`src/rtl/bldc_pkg.sv`:
```
package bldc_pkg;
   localparam int NPH = 3;
   typedef enum logic [1:0] {
      PH_FLOAT = 2'd0,
      PH_HIGH  = 2'd1,
      PH_LOW   = 2'd2
   } phase_t;
endpackage

```
`src/rtl/phase_select.sv`:
```
module phase_select
   import bldc_pkg::*;
(
   input  logic   own_bit,
   input  logic   next_bit,
   input  logic   code_ok,
   input  logic   drive_en,
   input  logic   reverse,
   input  logic   lock_fault,
   output phase_t want
);
   phase_t base;

   always_comb begin
      base = PH_FLOAT;
      if (own_bit && !next_bit)      base = PH_LOW;
      else if (!own_bit && next_bit) base = PH_HIGH;
   end

   always_comb begin
      want = base;
      if (reverse) begin
         if (base == PH_LOW)       want = PH_HIGH;
         else if (base == PH_HIGH) want = PH_LOW;
      end
      if (!code_ok || !drive_en)               want = PH_FLOAT;
      if (lock_fault && (want == PH_LOW))      want = PH_FLOAT;
   end
endmodule

```
`src/rtl/dead_guard.sv`:
```
module dead_guard
   import bldc_pkg::*;
#(
   parameter int DEAD_CYC = 16
) (
   input  logic   clk,
   input  logic   rst_n,
   input  phase_t want,
   output phase_t act
);
   localparam int IW = $clog2(DEAD_CYC + 1);
   localparam logic [IW-1:0] DEAD_V = IW'(DEAD_CYC);

   initial assert (DEAD_CYC >= 1) else $error("dead_guard: DEAD_CYC must be at least 1");

   phase_t        act_q, act_d;
   logic [IW-1:0] idle_q, idle_d;

   always_comb begin
      act_d  = act_q;
      idle_d = idle_q;
      if (want == act_q) begin
         if (act_q == PH_FLOAT) begin
            if (idle_q < DEAD_V) idle_d = idle_q + 1'b1;
         end else begin
            idle_d = '0;
         end
      end else if (act_q != PH_FLOAT) begin
         act_d  = PH_FLOAT;
         idle_d = '0;
      end else if (idle_q >= DEAD_V) begin
         act_d  = want;
         idle_d = '0;
      end else begin
         idle_d = idle_q + 1'b1;
      end
   end

   always_ff @(posedge clk or negedge rst_n) begin
      if (!rst_n) begin
         act_q  <= PH_FLOAT;
         idle_q <= DEAD_V;
      end else begin
         act_q  <= act_d;
         idle_q <= idle_d;
      end
   end

   assign act = act_q;

   AST_NO_HIGH_TO_LOW: assert property (@(posedge clk) disable iff (!rst_n)
      (act_q == PH_HIGH) |=> (act_q != PH_LOW));
   AST_NO_LOW_TO_HIGH: assert property (@(posedge clk) disable iff (!rst_n)
      (act_q == PH_LOW) |=> (act_q != PH_HIGH));
endmodule

```
`src/rtl/pwm_chopper.sv`:
```
module pwm_chopper #(
   parameter int CNT_W     = 8,
   parameter int BLANK_CYC = 250
) (
   input  logic             clk,
   input  logic             rst_n,
   input  logic [CNT_W-1:0] duty,
   input  logic             ilim_trip,
   output logic             pwm_on
);
   localparam int BW = $clog2(BLANK_CYC + 1);
   localparam logic [BW-1:0]    BLANK_V  = BW'(BLANK_CYC);
   localparam logic [BW-1:0]    BLANK_M1 = BW'(BLANK_CYC - 1);
   localparam logic [CNT_W-1:0] CNT_MAX  = '1;

   initial assert (CNT_W >= 2 && CNT_W <= 16) else $error("pwm_chopper: CNT_W out of range");
   initial assert (BLANK_CYC >= 1) else $error("pwm_chopper: BLANK_CYC must be at least 1");

   logic [CNT_W-1:0] cnt_q;
   logic [BW-1:0]    trip_q;
   logic             chop_q;
   logic             trip_long;

   assign trip_long = ilim_trip && (trip_q >= BLANK_M1);

   always_ff @(posedge clk or negedge rst_n) begin
      if (!rst_n) begin
         cnt_q  <= '0;
         trip_q <= '0;
         chop_q <= 1'b0;
      end else begin
         cnt_q <= cnt_q + 1'b1;
         if (!ilim_trip)              trip_q <= '0;
         else if (trip_q < BLANK_V)   trip_q <= trip_q + 1'b1;
         if (cnt_q == CNT_MAX)        chop_q <= 1'b0;
         else if (trip_long)          chop_q <= 1'b1;
      end
   end

   assign pwm_on = (cnt_q < duty) && !chop_q;

   AST_CHOP_HOLDS: assert property (@(posedge clk) disable iff (!rst_n)
      (chop_q && (cnt_q != CNT_MAX)) |=> chop_q);
   AST_CHOP_NEEDS_TRIP: assert property (@(posedge clk) disable iff (!rst_n)
      $rose(chop_q) |-> $past(ilim_trip));
   AST_CHOP_ENDS_AT_WRAP: assert property (@(posedge clk) disable iff (!rst_n)
      (cnt_q == CNT_MAX) |=> !chop_q);
endmodule

```
`src/rtl/bldc_commutator.sv`:
```
module bldc_commutator
   import bldc_pkg::*;
#(
   parameter int CNT_W     = 8,
   parameter int BLANK_CYC = 250,
   parameter int DEAD_CYC  = 16
) (
   input  logic             clk,
   input  logic             rst_n,
   input  logic [2:0]       hall_in,
   input  logic             run_n,
   input  logic             decel_req,
   input  logic             coast_sel,
   input  logic             ilim_trip,
   input  logic             lock_fault,
   input  logic [CNT_W-1:0] duty,
   output logic [2:0]       hs_en,
   output logic [2:0]       ls_en
);
   logic code_ok, drive_en, reverse, pwm_on;

   assign code_ok  = (hall_in != 3'b000) && (hall_in != 3'b111);
   assign drive_en = !run_n && !(decel_req && coast_sel);
   assign reverse  = decel_req && !coast_sel;

   pwm_chopper #(.CNT_W(CNT_W), .BLANK_CYC(BLANK_CYC)) u_pwm (
      .clk(clk), .rst_n(rst_n), .duty(duty), .ilim_trip(ilim_trip), .pwm_on(pwm_on)
   );

   for (genvar k = 0; k < NPH; k++) begin : g_phase
      phase_t want, act;

      phase_select u_sel (
         .own_bit(hall_in[k]), .next_bit(hall_in[(k + 1) % NPH]),
         .code_ok(code_ok), .drive_en(drive_en), .reverse(reverse),
         .lock_fault(lock_fault), .want(want)
      );

      dead_guard #(.DEAD_CYC(DEAD_CYC)) u_guard (
         .clk(clk), .rst_n(rst_n), .want(want), .act(act)
      );

      assign hs_en[k] = (act == PH_HIGH);
      assign ls_en[k] = (act == PH_LOW) && pwm_on;
   end

   AST_STOP_ALL_OFF: assert property (@(posedge clk) disable iff (!rst_n)
      run_n |=> (hs_en == 3'b000 && ls_en == 3'b000));
   AST_COAST_ALL_OFF: assert property (@(posedge clk) disable iff (!rst_n)
      (decel_req && coast_sel) |=> (hs_en == 3'b000 && ls_en == 3'b000));
   AST_BAD_CODE_OFF: assert property (@(posedge clk) disable iff (!rst_n)
      (hall_in == 3'b000 || hall_in == 3'b111) |=> (hs_en == 3'b000 && ls_en == 3'b000));
   AST_LOCK_NO_LOW: assert property (@(posedge clk) disable iff (!rst_n)
      lock_fault |=> (ls_en == 3'b000));
   AST_ONE_LOW_SIDE: assert property (@(posedge clk) disable iff (!rst_n)
      $onehot0(ls_en) && $onehot0(hs_en));
endmodule

```
`config.mk`:
```
export PLATFORM = sky130hd
export DESIGN_NAME = bldc_commutator
export DESIGN_NICKNAME = d
export VERILOG_FILES = /design/src/rtl/bldc_pkg.sv /design/src/rtl/phase_select.sv /design/src/rtl/dead_guard.sv /design/src/rtl/pwm_chopper.sv /design/src/rtl/bldc_commutator.sv
export SDC_FILE = /design/constraint.sdc
export NUM_CORES = 1
export LEC_CHECK = 0
export ABC_AREA = 1
export BUFFER_PORTS_ARGS = -buffer_cell sky130_fd_sc_hd__buf_2
export CORE_ASPECT_RATIO = 1.1
export CORE_UTILIZATION = 65
export CTS_BUF_LIST = sky130_fd_sc_hd__clkbuf_4
export DETAILED_ROUTE_END_ITERATION = 7
export PLACE_DENSITY = 0.95
export SYNTH_ARGS = -nofsm -noshare
export SYNTH_HDL_FRONTEND = slang
export SYNTH_SLANG_ARGS = --single-unit
```
`constraint.sdc`:
```
create_clock -name clk -period 3.35 [get_ports clk]
set_clock_uncertainty 0.1 [all_clocks]
set_input_delay 0.5025 -clock clk [delete_from_list [all_inputs] [get_ports clk]]
set_output_delay 0.5025 -clock clk [all_outputs]
set_load 0.01 [all_outputs]
```
### Word level (Yosys, flattened, before mapping)

Cells that the tools add are included.

* bits in registers: 38
* output and inout port bits: 6
* input bits: 18
* logic and storage cells: 138

* bitwise logic cells: 3
* $lt $le $gt $ge: 9
* eq/ne operators: 24
* $add $sub $neg: 5
* muxes and demuxes: 46
* reductions and logical operators: 42

Operators by type and width (number)
* two-way mux 5 bit: 15
* two-way mux 2 bit: 24
* equality test 2 bit (second input constant): 9
* logical AND 1 bit: 18
* adder 8 x 1 -> 8 bit (second input constant): 2
* two-way mux 8 bit: 2
* adder 5 x 1 -> 5 bit (second input constant): 3
* >= comparator 5 bit (second input constant): 3
* < comparator 5 bit (second input constant): 3
* nonzero test 2 bit: 7
* equality test 2 x 1 -> 1 bit (second input constant): 6
* inequality test 3 bit (second input constant): 4
* logical NOT 1 bit: 9
* equality test 8 bit (second input constant): 1
* >= comparator 8 bit (second input constant): 1
* < comparator 8 bit: 1
* < comparator 8 bit (second input constant): 1
* equality test 2 bit: 3
* logical NOT 2 bit: 3
* AND reduction 2 bit: 3
* two-way mux 1 bit: 5
* inverter 1 bit: 3
* nonzero test 3 bit: 1
* inequality test 2 x 1 -> 1 bit (second input constant): 1
* logical OR 1 bit: 1

### Depth between registers and ports, before layout

* word-level depth: 15
* depth in mapped cells: 12
* gate-level depth less buffers: 12

### Cells and area by module

Synthesis repeated with hierarchy kept, for this count alone.

* cells, all modules: 351
* area total of the unflattened synthesis: 2588.7 um^2

Modules (own cells, without submodules)
* dead_guard: sequential area each 176.4 um^2, area each 422.9 um^2, times used 3, cells each 54
* pwm_chopper: sequential area each 425.4 um^2, area each 1069.8 um^2, times used 1, cells each 127
* phase_select: sequential area each 0.0 um^2, area each 57.6 um^2, times used 3, cells each 14
* bldc_commutator: sequential area each 0.0 um^2, area each 77.6 um^2, times used 1, cells each 20

### Worst setup path before layout

OpenSTA, ideal clock, no wires.

* path type: input to output
* start: input port duty[5]
* end: output port ls_en[0]
* path slack: 1306 ps
* path buffers: 0
* stages: 7
* data required time: 2747 ps
* arrival time: 1442 ps
* cell sequence: inv_1 -> ha_1 -> a21oi_1 -> nor2_1 -> a211oi_1 -> nand3_1 -> nor2_1

* longest elaborated chain between the ends: 3

RTL lines
* from (decl): RTL line bldc_commutator.sv:16 `input logic [CNT_W-1:0] duty,`
* < comparator 8 bit: RTL line pwm_chopper.sv:40 `assign pwm_on = (cnt_q < duty) && !chop_q;`
* logical AND 1 bit: RTL line pwm_chopper.sv:40
* logical AND 1 bit: RTL line bldc_commutator.sv:44 `assign ls_en[k] = (act == PH_LOW) && pwm_on;`
* to (decl): RTL line bldc_commutator.sv:18 `output logic [2:0] ls_en`

Every way passes these cells.

### Worst setup path after layout

* start: register u_pwm.cnt_q[5]
* end: output port ls_en[2]

* longest elaborated chain between the ends: 3

RTL lines
* from (decl): RTL line pwm_chopper.sv:19 `logic [CNT_W-1:0] cnt_q;`
* from (signal assigned): RTL line pwm_chopper.sv:32 `cnt_q <= cnt_q + 1'b1;`
* < comparator 8 bit: RTL line pwm_chopper.sv:40
* logical AND 1 bit: RTL line pwm_chopper.sv:40
* logical AND 1 bit: RTL line bldc_commutator.sv:44

Every way passes these cells.

==> impl_metrics.yaml <==
timing:
  rsz0062_at_grt: "false"
  min_period_ps: 2470
  worstMarginPinSlew_ps: 849
  hold_ws_ps: 148
  period_share_pct: 73.9
  fmaxAchievable_mhz: 404
  final-hold-violation-count: 0
  setup_viol: 0
  relSlewSlack_pct: 43.4
  fin_tns_setup_ps: 0
  slew_violations: 0
routing:
  viasPerCell: 5.26
  wl_per_cell_um: 11.0
  num_vias: 2177
  initialDrtViolationCount: 167
  drt-total-wl_um: 4550
  antenna_left: 0
  drc: 0
  drt-pass1-iter-count: 4
layout:
  drive_above_1_share_pct: 14.8
  area_growth_pct: 8.47
  finalNonFillerCells: 414
  layout_common_cells: "nand2_1, inv_1, nor2_1"
  final_common_cell: "nand2_1"
  stdcell_area_um2: 2710
  antenna_cells: 0
  fin_nets: 398
synthesis:
  syn_nets: 370
  yosysWarnings: 0
  syn_avg_cell_area_um2: 7.45
  synth-seq-cells: 38
  synth_cell_types: 25
  synth_cells: 335
  yosysSeqAreaShare_pct: 38.2
  syn_area_um2: 2500
place:
  dp_cells: 406
  place_area_um2: 2660
  port_buffers: 23
  hpwl_um: 3430
  place_congestion: 0.828
clocking:
  insertion_delay_ps: 350
  cts_resized: 0
  clockBufferDepth: 2
  htree_levels: 2
  cts_sinks: 38
  cts_buffers: 5
  post_cts_buffers: 0
  holdBufCountCts: 0
  cts_tree: "yes"
  cts-root-buf: "clkbuf_4"
  clk_pin_slew_ps: 110
floorplan:
  fp.dieW_um: 61.1
  die_area_um2: 4090
  io_pins: 24
  core_um2: 3650
  initial_core_util_pct: 68.3
  rows: 23
  chipHeight_um: 67.0
setup_path:
  cpMostUsedCell: "nor2_1"
  crit_family: "flip-flops"
  crit_type: "reg2out"
  worstPathCellList: "ha_1, a21oi_1, nor2_1, a211oi_1, nand3_1, nor2_1, buf_2"
  critPathSlowestCell: "dfrtp_1"
  cp-start-kind: "flip-flop"
  arrival_ps: 1870
  cp_num_cells: 7
  crit_buf_inv: 1
  crit_path_end_kind: "output port"
  critPathMaxFanout: 4
  crit_required_ps: 2750
  reg2reg_depth: 6
  cpPeakStageDelay_ps: 440
  ff2ff_setup_slack_ps: 1740
power:
  vdd_drop_max_uv: 290
  leakage_nw: 1.51
  power_density_nw_per_um2: 599
  total_power_mw: 1.62
grt:
  track_usage_pct: 25.9
  grt_max_degree: 39
  grt_pass1_wl_um: 7790
  grt_pass1_vias: 1979
  overflow: 0
  antenna_found_initial: 0
status:
  status: "complete, no violations"
run:
  cap_violations: 0
min_path:
  hp-class: "in2async"
## state kept, by name, indices dropped and copies added (netlist names)
name and flops:
g_phase.u_guard.act 6, g_phase.u_guard.idle_q 15, u_pwm.chop_q 1, u_pwm.cnt_q 8, u_pwm.trip_q 8
## metal layers
metal	share of wire (%)	global-route usage, %	wire (µm)
met1	48	30.6	2170
met3	2.8	5.44	125
met4	2.0	11.1	93
met2	47	44.6	2160
met5	0	0	0
## worst reg2reg max path, stage by stage (launching register included)
cell and delay (ps):
dfrtp_1 450, nor2_1 160, inv_1 100, nor2_1 220, inv_1 160, or2_2 310, nand2_1 70
## stage by stage
step	utilization [%]	setup WS, ps
global route	74.1	671
finish	74.1	876
detailed placement	72.8	1050
floorplan	-	1310
global placement	72.8	1090
CTS	74.1	865
## final timing paths
| path | start | endpoint |
|---|---|---|
| hold / removal | rst_n | g_phase[0].u_guard.idle_q[0]$_DFFE_PN0P_ |
| setup reg to reg | g_phase[1].u_guard.act[1]$_DFFE_PN0P_ | g_phase[1].u_guard.idle_q[3]$_DFFE_PN0P_ |
| setup / recovery | u_pwm.cnt_q[5]$_DFF_PN0_ | ls_en[2] |
| hold reg to reg | u_pwm.cnt_q[0]$_DFF_PN0_ | u_pwm.cnt_q[0]$_DFF_PN0_ |
| max in group asynchronous | rst_n | g_phase[2].u_guard.idle_q[1]$_DFFE_PN0P_ |
| min in group clk | ilim_trip | u_pwm.trip_q[7]$_DFFE_PN0P_ |
## power breakdown
part	switching, mW	internal (mW)
Sequential	0.112	0.584
Clock	0.149	0.0748
Combinational	0.451	0.251
## area by class of cell
type / count / area [µm²]
inverters: 54 / 203
multi-input cells: 241 / 1330
well taps: 50 / 62.6
fillers: 282 / 946
clock inverters: 3 / 11.3
repair buffers: 23 / 115
flip-flops and latches: 38 / 955
clock buffers: 5 / 37.5
## cells by family (layout without fill, tap and decap cells)
kind of cell | Yosys count | count (layout) | share of synthesized area, %
AND/OR/NAND/NOR | 187 | 187 | 35.2
buffers and inverters | 56 | 85 | 8.72
flip-flops | 38 | 38 | 38.2
AO/OA/AOI/OAI | 28 | 28 | 6.21
adder cells (fa/ha/maj) | 17 | 17 | 8.52
XOR/XNOR | 9 | 9 | 3.16
## synth_stat cells
| cell | instances | share of area (%) |
|---|---|---|
| a21oi_1 | 9 | 1.8 |
| nand2_4 | 9 | 4.1 |
| nand2_1 | 80 | 12 |
| ha_1 | 17 | 8.5 |
| clkbuf_1 | 1 | 0.15 |
| nand2_2 | 9 | 2.3 |
| or2_2 | 2 | 0.50 |
| dfstp_2 | 3 | 3.2 |
| buf_6 | 1 | 0.45 |
| xor2_1 | 8 | 2.8 |
| xnor2_1 | 1 | 0.35 |
| inv_2 | 1 | 0.15 |
| o21ai_0 | 9 | 1.8 |
| nand4_1 | 15 | 3.8 |
| a21oi_2 | 1 | 0.35 |
| o31ai_1 | 1 | 0.30 |
| a211oi_1 | 1 | 0.30 |
| o21ai_1 | 4 | 0.80 |
| nor2_1 | 37 | 5.6 |
| nor3_1 | 2 | 0.40 |
| inv_1 | 53 | 8.0 |
| a31oi_1 | 2 | 0.50 |
| dfrtp_1 | 35 | 35 |
| nand3_1 | 33 | 6.6 |
| o21ai_2 | 1 | 0.35 |
Note: power is estimated with default switching activity, not from simulation.
